File: src/rtl/hc_evt_pkg.sv
package hc_evt_pkg;
  localparam int NFLAGS   = 4;
  localparam int FLG_XFER = 0;
  localparam int FLG_ERR  = 1;
  localparam int FLG_PORT = 2;
  localparam int FLG_ROLL = 3;
  typedef logic [NFLAGS-1:0] flags_t;
endpackage

File: src/rtl/hc_roll_detect.sv
// Flags a level change of the frame index wrap bit.
module hc_roll_detect (
  input  logic clk,
  input  logic rst,
  input  logic wrap_bit,
  output logic roll_evt
);
  logic prev_q;

  // Reset loads the live level, so it becomes the baseline.
  always_ff @(posedge clk) begin
    prev_q <= wrap_bit;
  end

  assign roll_evt = !rst && (wrap_bit != prev_q);
endmodule

File: src/rtl/hc_port_chg_detect.sv
// Rising-edge detection over the change indicators of every owned port.
module hc_port_chg_detect #(
  parameter int NPORTS = 4
) (
  input  logic              clk,
  input  logic              rst,
  input  logic [NPORTS-1:0] conn_chg,
  input  logic [NPORTS-1:0] en_chg,
  input  logic [NPORTS-1:0] oc_chg,
  input  logic [NPORTS-1:0] force_res,
  input  logic [NPORTS-1:0] owner,
  output logic              chg_evt
);
  localparam int NSRC = 4;

  logic [NPORTS-1:0] hit;

  for (genvar p = 0; p < NPORTS; p++) begin : g_port
    logic [NSRC-1:0] cur;
    logic [NSRC-1:0] prev_q;
    assign cur = {force_res[p], oc_chg[p], en_chg[p], conn_chg[p]};
    always_ff @(posedge clk) begin
      prev_q <= cur;
    end
    assign hit[p] = !owner[p] && (|(cur & ~prev_q));
  end

  assign chg_evt = !rst && (|hit);
endmodule

File: src/rtl/hc_w1c_flag.sv
// One sticky flag: write-one clear, set has priority.
module hc_w1c_flag (
  input  logic clk,
  input  logic rst,
  input  logic set,
  input  logic clr,
  output logic q
);
  always_ff @(posedge clk) begin
    if (rst)      q <= 1'b0;
    else if (set) q <= 1'b1;
    else if (clr) q <= 1'b0;
  end

  a_r10_set_wins: assert property (@(posedge clk) disable iff (rst)
    set |=> q);
  a_r9_clear_takes: assert property (@(posedge clk) disable iff (rst)
    (clr && !set) |=> !q);
  a_r9_hold: assert property (@(posedge clk) disable iff (rst)
    (!clr && !set) |=> $stable(q));
endmodule

File: src/rtl/hc_evt_status.sv
module hc_evt_status
  import hc_evt_pkg::*;
#(
  parameter int NPORTS = 4,
  parameter int FIDX_W = 14
) (
  input  logic              clk,
  input  logic              rst,
  input  logic [FIDX_W-1:0] frame_idx,
  input  logic [NPORTS-1:0] port_conn_chg,
  input  logic [NPORTS-1:0] port_en_chg,
  input  logic [NPORTS-1:0] port_oc_chg,
  input  logic [NPORTS-1:0] port_force_res,
  input  logic [NPORTS-1:0] port_owner,
  input  logic              xfer_done,
  input  logic              xfer_ioc,
  input  logic              xfer_short,
  input  logic              xfer_err,
  input  logic              wr_en,
  input  logic [NFLAGS-1:0] wr_data,
  input  logic [NFLAGS-1:0] irq_en,
  output logic [NFLAGS-1:0] flags,
  output logic              irq
);
  localparam int WRAP_BIT = FIDX_W - 1;

  logic   roll_evt;
  logic   port_evt;
  flags_t set_v;
  flags_t clr_v;
  logic   unused_fidx_lo;

  assign unused_fidx_lo = ^frame_idx[WRAP_BIT-1:0];

  hc_roll_detect u_roll (
    .clk     (clk),
    .rst     (rst),
    .wrap_bit(frame_idx[WRAP_BIT]),
    .roll_evt(roll_evt)
  );

  hc_port_chg_detect #(.NPORTS(NPORTS)) u_port (
    .clk      (clk),
    .rst      (rst),
    .conn_chg (port_conn_chg),
    .en_chg   (port_en_chg),
    .oc_chg   (port_oc_chg),
    .force_res(port_force_res),
    .owner    (port_owner),
    .chg_evt  (port_evt)
  );

  assign set_v[FLG_ROLL] = roll_evt;
  assign set_v[FLG_PORT] = port_evt;
  assign set_v[FLG_ERR]  = xfer_done && xfer_err;
  assign set_v[FLG_XFER] = xfer_done && (xfer_ioc || xfer_short);
  assign clr_v           = wr_en ? wr_data : '0;

  for (genvar i = 0; i < NFLAGS; i++) begin : g_flag
    hc_w1c_flag u_flag (
      .clk(clk),
      .rst(rst),
      .set(set_v[i]),
      .clr(clr_v[i]),
      .q  (flags[i])
    );
  end

  always_ff @(posedge clk) begin
    if (rst) irq <= 1'b0;
    else     irq <= |(flags & irq_en);
  end

  a_r1_reset_clears: assert property (@(posedge clk)
    rst |=> (flags == '0) && !irq);
  a_r2_wrap_sets: assert property (@(posedge clk) disable iff (rst)
    (frame_idx[WRAP_BIT] != $past(frame_idx[WRAP_BIT])) |=> flags[FLG_ROLL]);
  a_r3_port0_conn_edge: assert property (@(posedge clk) disable iff (rst)
    (!port_owner[0] && port_conn_chg[0] && !$past(port_conn_chg[0]))
      |=> flags[FLG_PORT]);
  a_r4_port0_resume_edge: assert property (@(posedge clk) disable iff (rst)
    (!port_owner[0] && port_force_res[0] && !$past(port_force_res[0]))
      |=> flags[FLG_PORT]);
  a_r5_owned_ports_silent: assert property (@(posedge clk) disable iff (rst)
    ((&port_owner) && !flags[FLG_PORT]) |=> !flags[FLG_PORT]);
  a_r6_error_sets: assert property (@(posedge clk) disable iff (rst)
    (xfer_done && xfer_err) |=> flags[FLG_ERR]);
  a_r7_complete_sets: assert property (@(posedge clk) disable iff (rst)
    (xfer_done && (xfer_ioc || xfer_short)) |=> flags[FLG_XFER]);
  a_r8_no_done_no_error: assert property (@(posedge clk) disable iff (rst)
    (!xfer_done && !flags[FLG_ERR]) |=> !flags[FLG_ERR]);
  a_r11_irq_follows: assert property (@(posedge clk) disable iff (rst)
    1'b1 |=> (irq == $past(|(flags & irq_en))));
endmodule

File: config.mk
export PLATFORM = sky130hd
export DESIGN_NAME = hc_evt_status
export DESIGN_NICKNAME = d
export VERILOG_FILES = /design/src/rtl/hc_evt_pkg.sv /design/src/rtl/hc_roll_detect.sv /design/src/rtl/hc_port_chg_detect.sv /design/src/rtl/hc_w1c_flag.sv /design/src/rtl/hc_evt_status.sv
export SDC_FILE = /design/constraint.sdc
export NUM_CORES = 1
export LEC_CHECK = 0
export ABC_AREA = 0
export BUFFER_PORTS_ARGS = -buffer_cell sky130_fd_sc_hd__buf_2
export CORE_UTILIZATION = 34
export DETAILED_ROUTE_END_ITERATION = 6
export PLACE_DENSITY = 0.73
export SYNTH_ARGS = -nofsm -noshare
export SYNTH_HDL_FRONTEND = slang
export SYNTH_SLANG_ARGS = --single-unit
File: constraint.sdc
create_clock -name clk -period 1 [get_ports clk]
set_clock_uncertainty 0.15 [all_clocks]
set_input_delay 0.2 -clock clk [delete_from_list [all_inputs] [get_ports clk]]
set_output_delay 0.2 -clock clk [all_outputs]
set_load 0.02 [all_outputs]
## Yosys cells after proc, flatten, opt, wreduce, memory -nomap -nowiden

Index checks and enable logic that the tools add are counted.
W data, S select, Z words.

- Add/subtract/negate cells: 0
- $mul: 0
- Div/mod/pow operators: 0
- Order comparisons: 0
- Equality and inequality tests: 1
- Shifts and indexed selects: 0
- Muxes and demuxes: 9
- Bitwise gates (word level): 9
- Reductions and logical operators: 24

Operators by type and width:

| kind | count |
|---|---|
| $reduce_or A4 Y1 | 6 |
| $and A4 B4 Y4 | 5 |
| $not A4 Y4 | 4 |
| $logic_and A1 B1 Y1 | 8 |
| $mux W1 | 8 |
| $reduce_bool A2 Y1 | 4 |
| $logic_not A1 Y1 | 5 |
| $mux W4 | 1 |
| $logic_or A1 B1 Y1 | 1 |
| $ne A1 B1 Y1 | 1 |

- Register bits after elaboration: 22
- Latch bits: 0
- RAM bits: 0
- Memory bits (read-only): 0
- Bits of input ports: 49
- Output and inout bits: 5
- Logic and storage cells: 53
- Memories kept: 0

## Logic depth before layout (Yosys ltp)

Gate-level depths: netlist of run 1.

- Depth in word-level cells: 7
- Gate-level depth with buffers: 4
- Mapped depth without buffers: 4

## Cells and area by module

A second synthesis of run 1 with hierarchy kept.

- Cell total of the unflattened synthesis: 66
- Area, all modules: 750.7 sq um

Modules (own cells, without submodules):

| module | instances | cells an instance | area each (sq um) | sequential area each (sq um) |
|---|---|---|---|---|
| hc_port_chg_detect | 1 | 37 | 484.2 | 320.3 |
| hc_w1c_flag | 4 | 4 | 38.8 | 20.0 |
| hc_evt_status | 1 | 10 | 78.8 | 20.0 |
| hc_roll_detect | 1 | 3 | 32.5 | 20.0 |

## Worst setup path after synthesis of run 1

No wires, ideal clock.

- Kind: register to register
- Start: register u_port.g_port[3].prev_q[0]
- End: register g_flag[2].u_flag.q
- Setup time: 74 ps
- Arrival: 772 ps
- Data required time: 776 ps
- Path slack: 4 ps
- Stages on the path, launching flop included: 5
- Buffers on the path: 0
- Period minus slack after synthesis: 996 ps
- Cells stage by stage: dfxtp_1 -> nand2b_1 -> a41oi_2 -> nor2_1 -> a31oi_1

- Word-level cells in the longest chain between the ends: 7
- Elaborated cells on any way between the ends: 8
- Those cells by class: 1 x mux; 2 x bitwise; 5 x reduce/logical

RTL lines:

| element | line | text |
|---|---|---|
| start: declaration | hc_port_chg_detect.sv:20 | `logic [NSRC-1:0] prev_q;` |
| start signal: assignment | hc_port_chg_detect.sv:23 | `prev_q <= cur;` |
| $not A4 Y4 * | hc_port_chg_detect.sv:25 | `assign hit[p] = !owner[p] && (\|(cur & ~prev_q));` |
| $and A4 B4 Y4 * | hc_port_chg_detect.sv:25 |  |
| $reduce_or A4 Y1 * | hc_port_chg_detect.sv:25 |  |
| $logic_and A1 B1 Y1 * | hc_port_chg_detect.sv:25 |  |
| $reduce_or A4 Y1 * | hc_port_chg_detect.sv:28 | `assign chg_evt = !rst && (\|hit);` |
| $logic_and A1 B1 Y1 * | hc_port_chg_detect.sv:28 |  |
| $mux W1 / $reduce_bool A2 Y1 (equally long branches) | -- |  |
| end signal: assignment | hc_w1c_flag.sv:10 | `if (rst) q <= 1'b0;` |
| end signal: assignment | hc_w1c_flag.sv:11 | `else if (set) q <= 1'b1;` |
| end signal: assignment | hc_w1c_flag.sv:12 | `else if (clr) q <= 1'b0;` |
| end: declaration | hc_w1c_flag.sv:7 | `output logic q` |

Mark *: on every way between the ends. The rest lies on a longest branch, timed or not.
A chain may end at the register's enable or synchronous reset.

## Worst setup path in the final report of run 1

- Start: register g_flag[2].u_flag.q
- End: output port flags[2]

RTL lines:

| element | line | text |
|---|---|---|
| end: declaration | hc_evt_status.sv:22 | `output logic [NFLAGS-1:0] flags,` |

No word-level cell between the ends.

==> results by group, run 1 <==
CTS
  – CTS clk-pin slew, worst paths: around 0.11 ns
  – Max Buffers Root-to-Sink: 2
  – Number of buffers created by CTS: 3
  – Htree depth: 1
  – Clock latency on the worst-skew pair: 0.30 ns
  – Sinks on the clock net: 22
  – CTS tree: yes
  – CTS root buffer: clkbuf_4

Worst setup path
  – Worst Setup Path Type: flip-flop to output pin
  – CP cell instances: buf_6
  – Setup slack, reg-to-reg: -0.06 ns
  – Critical path required time: 0.65 ns
  – Arrival time at the worst endpoint: 0.77 ns
  – Crit-path max cell delay: between 0.3 and 0.4 ns
  – Buffers and inverters on the worst path: 1
  – CP Capture Type: output pin
  – Worst-path maximum fanout: 2
  – CP max stage cell: dfxtp_2
  – Worst setup SP type: flip-flop
  – Critical path's top delay family: flip-flops

Logic synthesis
  – Syn Inst Count: 66
  – Syn Std Cell Area: between 700 and 800 µm²
  – #FFs+latches synth: 22
  – Yosys warns: 0
  – Synth cell types: 15
  – Register area share after synthesis: 62.3%
  – Mapped Nets: 115
  – Synthesized area per cell: between 10 and 15 µm²

STA
  – Slew @ Worst Pin: ~0.16 ns
  – Hold slack: -0.00397 ns
  – Final TNS setup: -0.618 ns
  – RSZ-0062 raised after global routing: true
  – Final min period: 1.12 ns
  – Tcrit/Tclk final: 112%
  – Final Setup Violations: 6
  – Max-slew headroom: 89.0%
  – Max Transition Viols Final: 0
  – Post-route setup slack: -0.122 ns
  – Final hold viol count: 1
  – Fmax: 0.891 GHz

Routing
  – Drt wl/cell: roughly 11 µm
  – Via count: slightly below 700
  – Drt initial violations: 0
  – Via/cell ratio: 4.44
  – Pre-Repair DR Iteration Count: 1
  – Overall routed net length: 1640 µm
  – DRC: 0
  – Post-DRT Antenna Nets: 0

Floorplan
  – Rows: 16
  – Core ar.: a little under 0.002 mm²
  – Die H: 47.6 µm
  – Die Wd: roughly 48 µm
  – Die ar.: 0.00227 mm²
  – Io pins: 54
  – Initial core utilization: 36.0%

Run status
  – Failing checks: hold timing, setup timing
  – Status: finished, violations left

Final layout
  – Filler cell count: 169
  – Area occupied by multi-input gates: 299 µm²
  – Leading cell type in the layout, fill and taps excluded: buf_2
  – Final instance area: 0.00127 mm²
  – Nets: 178
  – Share of layout cells above drive strength 1: 50.8%
  – Register area: approximately 450 µm²
  – Final Util: between 60% and 70%
  – Layout area overhead: 80.0%
  – Most frequent cells in the layout: buf_2 (35), dlygate4sd3_1 (18), dfxtp_1 (17)
  – N_diodes: 0

Place
  – Final Wtd Congestion: between 0.6 and 0.7
  – Post-DP HPWL: 1060 µm
  – IO Port Bufs: 40
  – Dpl cell area: approximately 910 µm²

Power
  – Max IR drop VDD: between 1 and 1.5 mV
  – Leakage power: 0.607 nW
  – Pwr Total: 1.74 mW
  – PD cells: 1360 mW/mm²

GRT
  – First-pass GRT wire length: 2250 µm
  – Largest net degree at the start of global routing: 13
  – Vias in the first global route: 608
  – Total grt overflow: 0
  – Initial antenna violation count: 0
  – Total GRT Usage: 14.8%

Min path
  – Worst min-delay path class: input pin to flip-flop

Flow run
  – Maxcap violations: 0
through the flow:
| stage | cells | setup slack (ns) | hold slack (ns) |
|---|---|---|---|
| floorplan | 66 | 0.00353 | 0.0777 |
| global placement | 129 | -0.105 | 0.166 |
| detailed placement | 129 | -0.103 | 0.171 |
| CTS | 155 | -0.124 | -0.00319 |
| global route | 155 | -0.160 | 0.00775 |
| finish | 155 | -0.122 | -0.00397 |
worst paths after layout:
check / from / cells past startpoint / end
setup / recovery: g_flag[2].u_flag.q / 1 / flags[2]
hold / removal: xfer_err / 3 / g_flag[1].u_flag.q
setup reg to reg: u_port.g_port[2].prev_q[1] / 4 / g_flag[2].u_flag.q
hold reg to reg: u_roll.prev_q / 3 / g_flag[3].u_flag.q
power breakdown:
group          internal [mW]  switching (mW)
Clock                  0.222           0.242
Sequential             0.932          0.0199
Combinational          0.200           0.120
Total                   1.35           0.382
final cells by class:
cell class | count | area share [%]
tap | 27 | 2.65
clock buffer | 4 | 2.85
sequential | 22 | 35.1
timing repair buffer | 62 | 34.7
multi-input combinational | 36 | 23.5
inverter | 4 | 1.18
synth_stat cells (all sizes together):
cell    count  area (µm²)
a21oi       4        20.0
a22oi       3        22.5
a31oi       1        6.26
a41oi       3        33.8
buf         4        30.0
dfxtp      22         440
inv         4        15.0
nand2       5        18.8
nand2b     12        75.1
nor2        3        11.3
o21ai       1        5.00
o21bai      1        7.51
o22ai       2        12.5
xor2        1        8.76
layer usage:
metal	GRT usage (%)	routed length [µm]	vias up
met5	0	0	-
met4	3.33	19	0
met3	6.79	112	2
met2	27.9	860	31
met1	14.7	647	311
li1	-	-	344
registers in the layout, indices dropped and copies added, names as in the netlist:
register,cells
g_flag.u_flag.q,4
irq,1
u_port.g_port.prev_q,16
u_roll.prev_q,1
cell families (layout without fill, tap and decap cells):
kind of cell / after synthesis / in the layout / synth area share [%]
xor gates and xnor gates: 1 / 1 / 1.24
and+or+nand+nor: 20 / 20 / 14.9
buffers and inverters: 8 / 70 / 6.37
AOI/OAI and AO/OA: 15 / 15 / 15.2
DFF: 22 / 22 / 62.3
what timing repair did:
item                                   4_1_cts  5_1_grt
endpoints found under the hold margin       22        0
resized for setup                           21        5
pin swaps                                    5        2
setup endpoints to repair                    6        8
hold buffers                                18        0
buffers inserted                             4        0
(Power assumes the default switching activity.)
==> run 2, diff against run 1 <==
- CORE_UTILIZATION: 34 -> 35
- SYNTH_HIERARCHICAL: not set -> 1
==> run 2 against run 1 <==
- the run still ends with hold timing, setup timing left
- synthesized area is 6.2% higher
- die area is 3.0% higher
- clock-buffer cell count stayed put
- via count is 0.44% lower
- sequential power hardly changed
- register-to-register slack worse by 0.17 ns
- sequential share of layout area is 0.41 points lower
- maximum frequency is 9.0% lower
- largest cell class unchanged
- highest routed layer is now met3
==> results by group, run 2 <==
GRT
  – Vias in the first global route: 751 (was 608)
  – Largest net degree at the start of global routing: 13 (unchanged)
  – First-pass GRT wire length: 3070 µm (was 2250 µm)
  – Total grt overflow: 0 (unchanged)
  – Total GRT Usage: 16.8% (was 14.8%)
  – Initial antenna violation count: 0 (unchanged)

Logic synthesis
  – Number of synthesized flops with an enable pin: 0 (unchanged)
  – Most frequent cell after synthesis: dfxtp_1 (unchanged)
  – Synth cell types: 13 (was 15)
  – Syn Std Cell Area: 751 µm² (was 707 µm²)
  – #FFs+latches synth: 22 (unchanged)
  – Mux cell area share after synthesis: 0% (unchanged)
  – Synth Area in Compound Gates: 15.8% (was 15.2%)
  – Yosys top cell area share: 58.7% (was 62.3%)
  – Synth area leader: dfxtp_1 (unchanged)
  – Synthesized area per cell: 11.4 µm² (was 10.7 µm²)
  – Mapped Nets: 115 (unchanged)
  – Syn Inst Count: 66 (unchanged)
  – Post-synthesis async set-or-reset flop share: 0% (unchanged)
  – Most instantiated cells after synthesis: dfxtp_1 (22), nand2b_1 (19), and2_1 (5) (was dfxtp_1 (22), nand2b_1 (12), nand2_1 (5))
  – Top_reg_cell synth: dfxtp_1 (unchanged)
  – Largest family of logic cells by synthesized area: simple AND/OR/NAND/NOR gates (was compound AO/OA/AOI/OAI gates)
  – Synth Area in XOR/XNOR: 1.17% (was 1.24%)
  – Post-Synth Simple-Gate Area: 22.3% (was 14.9%)
  – Largest cells by area after synthesis: dfxtp_1 (59%), nand2b_1 (16%), a41o_1 (5.3%) (was dfxtp_1 (62%), nand2b_1 (11%), buf_4 (4.2%))
  – Register area share after synthesis: 58.7% (was 62.3%)
  – Adder-Cell Fraction of Synth Area: 0% (unchanged)
  – Yosys warns: 6 (was 0)

Routing
  – Via count: 685 (was 688)
  – Drt wl/cell: 10.5 µm (was 10.6 µm)
  – Post-DRT Antenna Nets: 0 (unchanged)
  – Drt initial violations: 2 (was 0)
  – Met3 WL post-DR: 106 µm (was 112 µm)
  – Met1 Wirelength: 696 µm (was 647 µm)
  – Overall routed net length: 1670 µm (was 1640 µm)
  – DRC: 0 (unchanged)
  – Pre-Repair DR Iteration Count: 4 (was 1)
  – Via/cell ratio: 4.31 (was 4.44)
  – Met2 wire length: 869 µm (was 860 µm)
  – DR top layer: met3 (was met4)

Final layout
  – Nets: 182 (was 178)
  – Most frequent cells in the layout: buf_2 (36), dlygate4sd3_1 (18), nand2b_1 (17), dfxtp_1 (17) (was buf_2 (35), dlygate4sd3_1 (18), dfxtp_1 (17))
  – Share of layout cells above drive strength 1: 47.7% (was 50.8%)
  – Final instance area: 0.00129 mm² (was 0.00127 mm²)
  – Biggest regs: u_port/g_port.prev_q x16, g_flag.u_flag/q x4 (was u_port.g_port.prev_q x16, g_flag.u_flag.q x4)
  – N_diodes: 0 (unchanged)
  – Layout area overhead: 71.5% (was 80.0%)
  – Number of flip-flops in the largest register: 16 (unchanged)
  – Most flops, register: u_port/g_port.prev_q (was u_port.g_port.prev_q)
  – Leading cell type in the layout, fill and taps excluded: buf_2 (unchanged)

Floorplan
  – Io pins: 54 (unchanged)
  – Die Wd: 48.3 µm (was 47.6 µm)
  – Die ar.: 0.00233 mm² (was 0.00227 mm²)
  – Core ar.: 0.00198 mm² (was 0.00196 mm²)
  – Die H: 48.3 µm (was 47.6 µm)
  – Initial core utilization: 37.9% (was 36.0%)
  – Rows: 16 (unchanged)

Run status
  – Failing checks: hold timing, setup timing (unchanged)
  – Status: finished, violations left (unchanged)

Worst setup path
  – Number of cells on the worst reg-to-reg path: 5 (was 4)
  – Arrival time at the worst endpoint: 1.33 ns (was 0.77 ns)
  – R2r startpoint: u_port/g_port[0].prev_q[2] (was u_port.g_port[2].prev_q[1])
  – Worst setup SP type: flip-flop (unchanged)
  – Reg2reg end: g_flag[2].u_flag/q (was g_flag[2].u_flag.q)
  – Setup slack, reg-to-reg: -0.23 ns (was -0.06 ns)
  – Worst-path maximum fanout: 1 (was 2)
  – Worst Setup Path Type: flip-flop to flip-flop (was flip-flop to output pin)
  – Crit-path max cell delay: 0.31 ns (was 0.36 ns)
  – Buffers and inverters on the worst path: 1 (unchanged)
  – CP cell instances: nand2b_4 > a41o_1 > a41oi_2 > inv_1 > a21oi_2 (was buf_6)
  – Critical path required time: 1.09 ns (was 0.65 ns)
  – CP Depth: 5 (was 1)
  – Critical path's top delay family: compound AO/OA/AOI/OAI gates (was flip-flops)
  – CP max stage cell: dfxtp_1 (was dfxtp_2)
  – CP Capture Type: flip-flop (was output pin)

Power
  – Register share of total power: 54.9% (was 54.8%)
  – Internal Pwr Total: 1.35 mW (about the same)
  – PD cells: 1350 mW/mm² (was 1360 mW/mm²)
  – Pwr Total: 1.73 mW (was 1.74 mW)
  – Sw Ratio: 22.2% (was 22.0%)
  – Max IR drop VDD: 1.21 mV (was 1.16 mV)
  – P_sw: 384 µW (was 382 µW)
  – Clk network pwr share: 27.1% (was 26.7%)
  – Combinational power share: 18.0% (was 18.5%)
  – Leakage power: 0.599 nW (was 0.607 nW)

STA
  – Final Setup Violations: 6 (unchanged)
  – Fmax: 0.811 GHz (was 0.891 GHz)
  – RSZ-0062 raised after global routing: true (unchanged)
  – Slew @ Worst Pin: 0.135 ns (was 0.163 ns)
  – Final min period: 1.23 ns (was 1.12 ns)
  – Hold slack: -0.0237 ns (was -0.00397 ns)
  – Final TNS setup: -0.922 ns (was -0.618 ns)
  – Post-route setup slack: -0.233 ns (was -0.122 ns)
  – Final hold viol count: 2 (was 1)
  – Max Transition Viols Final: 0 (unchanged)
  – Tcrit/Tclk final: 123% (was 112%)
  – Max-slew headroom: 91.0% (was 89.0%)

CTS
  – Clock latency on the worst-skew pair: 0.30 ns (about the same)
  – Htree depth: 1 (unchanged)
  – Max Buffers Root-to-Sink: 2 (unchanged)
  – CTS root buffer: clkbuf_4 (unchanged)
  – CTS clk-pin slew, worst paths: 0.12 ns (was 0.11 ns)
  – CTS tree: yes (unchanged)
  – Sinks on the clock net: 22 (unchanged)
  – Number of buffers created by CTS: 3 (unchanged)

Place
  – Final Wtd Congestion: 0.694 (was 0.650)
  – Dpl cell area: 992 µm² (was 911 µm²)
  – Pre-CTS WS: -0.227 ns (was -0.103 ns)
  – Post-DP HPWL: 1060 µm (about the same)
  – IO Port Bufs: 40 (unchanged)

Min path
  – HP Start: rst (was xfer_err)
  – Worst Hold Path Cells: 2 (was 3)
  – Worst min-delay path class: input pin to flip-flop (unchanged)
  – Hold endpoint: g_flag[1].u_flag/q (was g_flag[1].u_flag.q)

Flow run
  – Maxcap violations: 0 (unchanged)
[run 2: changes by cell type after synthesis, moves of 2 or more]
cell	previous run	this run
a21oi_1	4	1
a21oi_2	0	4
a41o_1	0	4
a41oi_1	2	0
and2_1	0	5
buf_4	4	0
nand2_1	5	0
nand2b_1	12	19
nor2_1	3	1
o22ai_1	2	0
[run 2: kinds of logic (layout without fill, tap and decap cells)]
logic type	after synthesis	after routing
simple gates	26	26
flops	22	22
compound gates	13	13
buf+inv	4	70
xor+xnor	1	1
[run 2: stage by stage]
stage	utilization, %	instances
after floorplan	-	66
after global placement	50.1	134
after detailed placement	50.1	134
after CTS	63.2	158
after global routing	65.0	159
final	65.0	159
[run 2: timing repair]
| action | CTS | global route |
|---|---|---|
| hold buffers | 17 | 1 |
| gates resized for setup | 13 | 4 |
| endpoints found under the setup margin | 6 | 7 |
| pin swaps | 3 | 2 |
| setup buffers | 3 | 0 |
| endpoints found under the hold margin | 20 | 2 |
[run 2: power groups by stage]
stage | clock network, mW | logic (mW) | registers [mW]
floorplan | 0 | 0.0848 | 0.982
global placement | 0 | 0.209 | 0.964
detailed placement | 0 | 0.214 | 0.965
CTS | 0.498 | 0.294 | 0.950
global route | 0.543 | 0.343 | 0.957
finish | 0.470 | 0.312 | 0.951
[run 2: worst max path at each step]
| stage | endpoint | slack, ns | start |
|---|---|---|---|
| after floorplan | g_flag[2].u_flag/q | -0.17 | u_port/g_port[0].prev_q[2] |
| after global placement | g_flag[2].u_flag/q | -0.21 | u_port/g_port[3].prev_q[2] |
| final | g_flag[2].u_flag/q | -0.23 | u_port/g_port[0].prev_q[2] |
| after detailed placement | g_flag[2].u_flag/q | -0.23 | u_port/g_port[0].prev_q[3] |
| after global routing | g_flag[2].u_flag/q | -0.32 | u_port/g_port[0].prev_q[1] |
| after CTS | g_flag[2].u_flag/q | -0.26 | u_port/g_port[0].prev_q[1] |
[run 2: final cells by class]
| cell class | count | area [µm²] |
|---|---|---|
| flip-flops and latches | 22 | 447 |
| repair buffers | 62 | 435 |
| well taps | 27 | 33.8 |
| inverters | 4 | 15.0 |
| clock buffers | 4 | 36.3 |
| fillers | 162 | 694 |
| multi-input cells | 40 | 320 |
[run 2: per-layer routing]
layer	global-route usage, %	vias up
li1	-	351
met1	18.7	306
met2	29.6	28
met3	7.55	0
met4	2.94	0
met5	0	-
